**src/rtl/eccrep_pkg.sv**
```systemverilog
package eccrep_pkg;
  localparam int DW = 8;

  // register offsets
  localparam int OFS_CFG = 4;
  localparam int OFS_EN  = 5;
  localparam int OFS_STS = 6;

  // configuration bit positions
  localparam int B_CCIE = 7;
  localparam int B_IGN  = 4;
  localparam int B_FDF  = 1;
  localparam int B_FSF  = 0;

  // flag indices (also status/enable bit positions)
  localparam int NFLG   = 2;
  localparam int FLG_SF = 0;
  localparam int FLG_DF = 1;

  typedef struct packed {
    logic cc_ie;
    logic ign_sf;
    logic frc_df;
    logic frc_sf;
  } cfg_t;

  typedef enum logic [1:0] {
    CAP_NONE   = 2'b00,
    CAP_SINGLE = 2'b01,
    CAP_DOUBLE = 2'b10
  } cap_code_e;

  function automatic logic [DW-1:0] cfg_to_byte(cfg_t c);
    logic [DW-1:0] b;
    b         = '0;
    b[B_CCIE] = c.cc_ie;
    b[B_IGN]  = c.ign_sf;
    b[B_FDF]  = c.frc_df;
    b[B_FSF]  = c.frc_sf;
    return b;
  endfunction

  function automatic cfg_t byte_to_cfg(logic [DW-1:0] b);
    cfg_t c;
    c.cc_ie  = b[B_CCIE];
    c.ign_sf = b[B_IGN];
    c.frc_df = b[B_FDF];
    c.frc_sf = b[B_FSF];
    return c;
  endfunction
endpackage

```
**src/rtl/eccrep_rst_sync.sv**
```systemverilog
module eccrep_rst_sync #(
  parameter int STAGES = 2
) (
  input  logic clk,
  input  logic rst_n,
  output logic rst_sync_n
);
  logic [STAGES-1:0] sync_q;
  logic [STAGES-1:0] sync_d;

  always_comb begin
    sync_d = {sync_q[STAGES-2:0], 1'b1};
  end

  always_ff @(posedge clk or negedge rst_n) begin
    if (!rst_n) sync_q <= '0;
    else        sync_q <= sync_d;
  end

  assign rst_sync_n = sync_q[STAGES-1];
endmodule

```
**src/rtl/eccrep_regs.sv**
```systemverilog
module eccrep_regs
  import eccrep_pkg::*;
#(
  parameter int NEN = NFLG
) (
  input  logic           clk,
  input  logic           rst_n,
  input  logic           wr_cfg,
  input  cfg_t           cfg_wd,
  input  logic           wr_en,
  input  logic [NEN-1:0] en_wd,
  output cfg_t           cfg_q,
  output logic [NEN-1:0] en_q
);
  cfg_t           cfg_d;
  logic [NEN-1:0] en_d;

  always_comb begin
    cfg_d = cfg_q;
    en_d  = en_q;
    if (wr_cfg) cfg_d = cfg_wd;
    if (wr_en)  en_d  = en_wd;
  end

  always_ff @(posedge clk or negedge rst_n) begin
    if (!rst_n) begin
      cfg_q <= '0;
      en_q  <= '0;
    end else begin
      if (wr_cfg) cfg_q <= cfg_d;
      if (wr_en)  en_q  <= en_d;
    end
  end
endmodule

```
**src/rtl/eccrep_flags.sv**
```systemverilog
module eccrep_flags #(
  parameter int N = 2
) (
  input  logic         clk,
  input  logic         rst_n,
  input  logic [N-1:0] set_i,
  input  logic [N-1:0] clr_i,
  output logic [N-1:0] flag_q
);
  logic [N-1:0] flag_d;

  for (genvar i = 0; i < N; i++) begin : g_flag
    // a set in the same cycle as a clear keeps the flag
    always_comb begin
      flag_d[i] = set_i[i] | (flag_q[i] & ~clr_i[i]);
    end

    always_ff @(posedge clk or negedge rst_n) begin
      if (!rst_n) flag_q[i] <= 1'b0;
      else if (set_i[i] | clr_i[i]) flag_q[i] <= flag_d[i];
    end
  end
endmodule

```
**src/rtl/eccrep_capture.sv**
```systemverilog
module eccrep_capture
  import eccrep_pkg::*;
#(
  parameter int RA_W = 16
) (
  input  logic            clk,
  input  logic            rst_n,
  input  logic            real_s,
  input  logic            real_d,
  input  logic            locked,
  input  logic [RA_W-1:0] addr_i,
  output logic [RA_W-1:0] cap_addr,
  output cap_code_e       cap_code
);
  logic            cap_en;
  logic [RA_W-1:0] addr_d;
  cap_code_e       code_d;

  always_comb begin
    cap_en = (real_s | real_d) & ~locked;
    addr_d = addr_i;
    code_d = real_d ? CAP_DOUBLE : CAP_SINGLE;
  end

  always_ff @(posedge clk or negedge rst_n) begin
    if (!rst_n) begin
      cap_addr <= '0;
      cap_code <= CAP_NONE;
    end else if (cap_en) begin
      cap_addr <= addr_d;
      cap_code <= code_d;
    end
  end
endmodule

```
**src/rtl/eccrep_ctrl.sv**
```systemverilog
module eccrep_ctrl
  import eccrep_pkg::*;
#(
  parameter int AW   = 4,
  parameter int RA_W = 16
) (
  input  logic            clk,
  input  logic            rst_n,
  input  logic            bus_sel,
  input  logic            bus_wr,
  input  logic [AW-1:0]   bus_addr,
  input  logic [DW-1:0]   bus_wdata,
  output logic [DW-1:0]   bus_rdata,
  input  logic            rd_strobe,
  input  logic            rd_sbe,
  input  logic            rd_dbe,
  input  logic [RA_W-1:0] rd_addr,
  input  logic            cmd_done,
  output logic            irq_cmd,
  output logic            irq_err,
  output logic [RA_W-1:0] cap_addr,
  output logic [1:0]      cap_code
);
  logic            rst_int_n;
  logic            acc_cfg, acc_en, acc_sts;
  logic            wr_cfg, wr_en, wr_sts;
  cfg_t            cfg_q;
  logic [NFLG-1:0] en_q;
  logic [NFLG-1:0] flag_q;
  logic [NFLG-1:0] set_vec;
  logic [NFLG-1:0] clr_vec;
  logic            real_s, real_d;
  cap_code_e       cap_code_w;
  logic            unused_wbits;

  eccrep_rst_sync #(.STAGES(2)) u_rst (
    .clk        (clk),
    .rst_n      (rst_n),
    .rst_sync_n (rst_int_n)
  );

  // bus decode
  always_comb begin
    acc_cfg = bus_sel && (bus_addr == AW'(OFS_CFG));
    acc_en  = bus_sel && (bus_addr == AW'(OFS_EN));
    acc_sts = bus_sel && (bus_addr == AW'(OFS_STS));
    wr_cfg  = acc_cfg && bus_wr;
    wr_en   = acc_en  && bus_wr;
    wr_sts  = acc_sts && bus_wr;
  end

  assign unused_wbits = ^{bus_wdata[6:5], bus_wdata[3:2]};

  eccrep_regs #(.NEN(NFLG)) u_regs (
    .clk    (clk),
    .rst_n  (rst_int_n),
    .wr_cfg (wr_cfg),
    .cfg_wd (byte_to_cfg(bus_wdata)),
    .wr_en  (wr_en),
    .en_wd  (bus_wdata[NFLG-1:0]),
    .cfg_q  (cfg_q),
    .en_q   (en_q)
  );

  // fault classification per read
  always_comb begin
    real_s          = rd_strobe & rd_sbe & ~cfg_q.ign_sf;
    real_d          = rd_strobe & rd_dbe;
    set_vec[FLG_SF] = real_s | (rd_strobe & cfg_q.frc_sf);
    set_vec[FLG_DF] = real_d | (rd_strobe & cfg_q.frc_df);
    clr_vec         = {NFLG{wr_sts}} & bus_wdata[NFLG-1:0];
  end

  eccrep_flags #(.N(NFLG)) u_flags (
    .clk    (clk),
    .rst_n  (rst_int_n),
    .set_i  (set_vec),
    .clr_i  (clr_vec),
    .flag_q (flag_q)
  );

  eccrep_capture #(.RA_W(RA_W)) u_cap (
    .clk      (clk),
    .rst_n    (rst_int_n),
    .real_s   (real_s),
    .real_d   (real_d),
    .locked   (|flag_q),
    .addr_i   (rd_addr),
    .cap_addr (cap_addr),
    .cap_code (cap_code_w)
  );

  assign cap_code = cap_code_w;
  assign irq_cmd  = cfg_q.cc_ie & cmd_done;
  assign irq_err  = |(flag_q & en_q);

  // read mux
  always_comb begin
    bus_rdata = '0;
    if (bus_sel && !bus_wr) begin
      if (acc_cfg) bus_rdata = cfg_to_byte(cfg_q);
      if (acc_en)  bus_rdata[NFLG-1:0] = en_q;
      if (acc_sts) bus_rdata[NFLG-1:0] = flag_q;
    end
  end
endmodule

```
**config.mk**
```make
export PLATFORM = sky130hd
export DESIGN_NAME = eccrep_ctrl
export DESIGN_NICKNAME = d
export VERILOG_FILES = /design/src/rtl/eccrep_pkg.sv /design/src/rtl/eccrep_rst_sync.sv /design/src/rtl/eccrep_regs.sv /design/src/rtl/eccrep_flags.sv /design/src/rtl/eccrep_capture.sv /design/src/rtl/eccrep_ctrl.sv
export SDC_FILE = /design/constraint.sdc
export NUM_CORES = 1
export LEC_CHECK = 0
export BUFFER_PORTS_ARGS = -buffer_cell sky130_fd_sc_hd__buf_2
export CORE_MARGIN = 2
export CORE_UTILIZATION = 49
export CTS_CLUSTER_DIAMETER = 120
export DETAILED_ROUTE_END_ITERATION = 7
export PLACE_DENSITY_LB_ADDON = 0.2
export SLEW_MARGIN = 20
export SYNTH_ARGS = -nofsm -noshare
export SYNTH_HDL_FRONTEND = slang
export SYNTH_HIERARCHICAL = 1
export SYNTH_SLANG_ARGS = --single-unit
```
**constraint.sdc**
```tcl
create_clock -name clk -period 2.5 [get_ports clk]
set_input_delay 0.25 -clock clk [delete_from_list [all_inputs] [get_ports clk]]
set_output_delay 0.25 -clock clk [all_outputs]
set_load 0.05 [all_outputs]
```
=== Yosys cells after proc, flatten, opt, wreduce, memory -nomap -nowiden ===
Cells that the tools add are included.

* Equality and inequality tests: 3
* Muxes and demuxes: 5
* Bitwise gates (word level): 22
* Reductions and logical operators: 10

{| class="wikitable"
|+ Operators with widths
! cell !! count
|-
| $mux W8 || 2
|-
| $eq A4 B3 Y1 const B || 3
|-
| $and A1 B1 Y1 || 9
|-
| $logic_and A1 B1 Y1 || 7
|-
| $or A1 B1 Y1 || 7
|-
| $mux W2 || 3
|-
| $and A2 B2 Y2 || 2
|-
| $not A1 Y1 || 4
|-
| $reduce_or A2 Y1 || 2
|-
| $logic_not A1 Y1 || 1
|}

* Register bits: 28
* Input bits: 36
* Logic and storage cells: 50

=== Logic depth before layout (Yosys ltp) ===
* Word-level depth: 7
* Gate-level depth with buffers: 5
* Gate-level depth less buffers: 5

=== By module ===
Netlist, hierarchy kept.

{| class="wikitable"
|+ Modules (own cells, without submodules)
! module !! instances !! cells each !! area each (um^2)
|-
| eccrep_capture || 1 || 41 || 738.2
|-
| eccrep_ctrl || 1 || 34 || 261.5
|-
| eccrep_regs || 1 || 12 || 217.7
|-
| eccrep_flags || 1 || 6 || 72.6
|-
| eccrep_rst_sync || 1 || 3 || 53.8
|}

=== Worst setup path before layout ===
Ideal clock, no wire load.

* Path kind: input to output
* Start point: input port bus_addr[1]
* End point: output port bus_rdata[0]
* Arrival: 1714 ps
* Data required time: 2250 ps
* Path slack: 536 ps
* Cell stages on the path: 4
* Path buffers: 1
* Cell sequence: buf_6 nor2b_1 a211oi_1 a211oi_1

* Word-level cells in the longest chain between the ends: 6

{| class="wikitable"
|+ Ends and longest elaborated chain
! element !! line !! text
|-
| start: declaration || eccrep_ctrl.sv:11 || <nowiki>input logic [AW-1:0] bus_addr,</nowiki>
|-
| $eq A4 B3 Y1 || eccrep_ctrl.sv:44 || <nowiki>acc_cfg = bus_sel && (bus_addr == AW'(OFS_CFG));</nowiki>
|-
| $logic_and A1 B1 Y1 || eccrep_ctrl.sv:44 ||
|-
| $mux W8 || eccrep_ctrl.sv:101 || <nowiki>if (acc_cfg) bus_rdata = cfg_to_byte(cfg_q);</nowiki>
|-
| $mux W2 || eccrep_ctrl.sv:102 || <nowiki>if (acc_en) bus_rdata[NFLG-1:0] = en_q;</nowiki>
|-
| $mux W2 (*) || eccrep_ctrl.sv:103 || <nowiki>if (acc_sts) bus_rdata[NFLG-1:0] = flag_q;</nowiki>
|-
| $mux W8 (*) || eccrep_ctrl.sv:100 || <nowiki>if (bus_sel && !bus_wr) begin</nowiki>
|-
| end: declaration || eccrep_ctrl.sv:13 || <nowiki>output logic [DW-1:0] bus_rdata,</nowiki>
|}

Mark *: on every way between the ends. The rest lies on a longest branch, timed or not.

=== Final worst setup path ===
* Start point: register, netlist name u_regs/cfg_q[0]
* End point: output port bus_rdata[0]

* Word-level cells in the longest chain between the ends: 4

{| class="wikitable"
|+ Ends and longest elaborated chain
! element !! line
|-
| $mux W8 || eccrep_ctrl.sv:101
|-
| $mux W2 || eccrep_ctrl.sv:102
|-
| $mux W2 || eccrep_ctrl.sv:103
|-
| $mux W8 || eccrep_ctrl.sv:100
|}

No other way between the ends.

==> results.cfg <==
[route]
routedWlPerCell_um = 13.2
initialDrtViolationCount = 9
routed_wirelength_um = 2390
first_pass_iters = 2
viasPerCell = 4.96
drc = 0
ant_nets = 0
via_count = 898

[floorplanning]
core_area_um2 = 2540
core.rowCount = 18
chipHeight_um = 56.4
die_area_um2 = 3180
ioPinCount = 64
dieWidth_um = 56.4
start_util_pct = 52.8

[clock_network]
cts_buffer_depth = 2
clkLatencyLatePin_ns = 0.31
clk_pin_slew_worst_paths_ns = 0.13
cts_hold_buf = 1
cts_tree = built
post_cts_buffers = 0
numCtsBuffers = 3
cts-resized-gates = 0
cts_root_buffer = clkbuf_4
ctsHtreeMaxLevel = 1
clock_sinks = 28

[cells_and_area]
diodes = 0
fin_util_pct = 64.3
design_area_um2 = 1640
fillers = 216
syn_to_final_growth_pct = 21.7
fin_nets = 189
regArea_um2 = 702
multi_input_area_um2 = 573
drive_above_1_share_pct = 57.0

[global_routing]
grt_max_degree = 27
grt_pass1_vias = 881
antenna_found_initial = 0
grt_pass1_wl_um = 3880
grt_overflow_total = 0
grt_use_total_pct = 15.7

[worst_hold_path]
worstHoldPathCells = 2
min_path_type = input pin to flop

[timing]
fin_ws_ns = 0.818
fin_crit_ns = 1.68
rsz0062_at_grt = no
fmax_mhz = 595
drv_slew = 0
maxSlewHeadroom_pct = 61.2
worstMarginPinSlew_ns = 0.581
skew_ns = 0.00752
setup_viol = 0
hold_viol = 0
fin_crit_sh_pct = 67.3
fin_tns_setup_ns = 0

[placement]
place_ws_ns = 0.796
hpwl_um = 1980
gp_congestion = 0.735
placed_cell_area_um2 = 1600
portBuffers = 55

[yosys]
yosys_warnings = 6
syn_inst = 96
synth.distinct_cells = 28
syn_avg_cell_area_um2 = 14.0
yosys_register_bits = 28
syn_area_um2 = 1340
yosysSeqAreaShare_pct = 52.1

[pwr]
power_frac_comb_pct = 36.9
p_leak_nw = 0.866
intPower_w = 0.000723
power.switching_w = 0.000459
pwr-share-seq_pct = 48.7
clkPwrFrac_pct = 14.5
switching_share_pct = 38.8
irDropWorstVdd_uv = 562
powerDensity_nw_per_um2 = 723

[job]
maxCapViolations = 0

[worst_setup_path]
cp-end-kind = output port
crit_type = flop to output port
required_ns = 2.25
critical_path.max_fanout = 3
reg2regPathDepth = 4
critPathLaunchType = flop
arrival_ns = 1.43

[outcome]
status = completed
final cells by class:
| cell class | count | area share, % |
|---|---|---|
| Sequential cell | 28 | 42.9 |
| Multi-Input combinational cell | 60 | 35.0 |
| Timing Repair Buffer | 56 | 17.4 |
| Tap cell | 30 | 2.30 |
| Clock buffer | 3 | 1.38 |
| Inverter | 4 | 0.918 |
registers in the layout (all words and copies together), names as in the netlist:
register and count:
u_cap/cap_addr 16, u_regs/cfg_q 4, u_cap/cap_code 2, u_flags/flag_q 2, u_regs/en_q 2, u_rst/sync_q 2
Yosys cell counts (all sizes together):
cell,number,area (um^2)
dfrtp,28,701
mux2,22,285
buf,6,61.3
and2,5,31.3
a211oi,4,30.0
inv,4,15.0
nor2b,4,25.0
a21o,2,15.0
and3,2,12.5
conb,2,7.51
nand2b,2,12.5
nor3b,2,20.0
o21a,2,15.0
a22o,1,8.76
a2bb2oi,1,8.76
and4bb,1,12.5
clkbuf,1,5.00
nand4b,1,23.8
nand4bb,1,11.3
nor2,1,3.75
nor3,1,5.00
o21bai,1,18.8
o2bb2ai,1,8.76
or2,1,6.26
critical path, stage by stage, from the launching register on:
cell and delay [ns]:
dfrtp_1 0.38, nor2b_1 0.17, a211oi_1 0.07, a211oi_1 0.21
buf_2 0.30
kinds of logic after synthesis:
| group | Yosys count | synth area share [%] |
|---|---|---|
| flops | 28 | 52.1 |
| other cells | 2 | 0.559 |
| compound gates | 12 | 7.82 |
| simple gates | 21 | 12.2 |
| buf+inv | 11 | 6.05 |
| mux | 22 | 21.2 |
path summary, 6_finish.rpt:
path | from | end | slack, ns
worst max-delay path | u_regs/cfg_q[0]$_DFFE_PN0P_ | bus_rdata[0] | 0.82
worst min-delay path | rd_addr[7] | u_cap/cap_addr[7]$_DFFE_PN0P_ | 0.16
worst max register to register | u_regs/cfg_q[2]$_DFFE_PN0P_ | u_cap/cap_addr[11]$_DFFE_PN0P_ | 0.86
worst min register to register | u_rst/sync_q[1]$_DFF_PN0_ | u_flags/flag_q[0]$_DFFE_PN0P_ | 0.26
max in group asynchronous | u_rst/sync_q[1]$_DFF_PN0_ | u_regs/cfg_q[0]$_DFFE_PN0P_ | 1.88
min in group asynchronous | rst_n | u_rst/sync_q[1]$_DFF_PN0_ | 0.23
through the flow:
stage,total power [W],instances,hold WS (ns)
after floorplan,0.000915,99,-0.0456
after global placement,0.00101,177,0.0382
after detailed placement,0.00102,177,0.0458
after CTS,0.00120,181,0.145
after global routing,0.00124,181,0.132
final,0.00118,181,0.157
metal layers:
layer  GRT usage (%)  up-vias  routed length (um)
li1                -      439                   -
met1            18.6      429                 977
met3            2.76        2                 122
met2            28.7       28                1270
met4            5.10        0                  15
met5               0        -                   0
power by group through the flow:
stage,clock (W),sequential [W],combinational (W)
final,0.000171,0.000575,0.000436
after global routing,0.000198,0.000588,0.000455
after CTS,0.000181,0.000577,0.000440
after detailed placement,0,0.000585,0.000439
after global placement,0,0.000579,0.000430
after floorplan,0,0.000762,0.000153
cell usage in the layout, fill, tap and decap left out, drive strengths merged, types with 3 or more instances in the layout:
cell and count:
and2 5, a211oi 4, mux2 22, dfrtp 28, conb 5, inv 4
buf 55, clkbuf 3, nor2b 4
No activity file was read; power rests on OpenSTA's default activity.
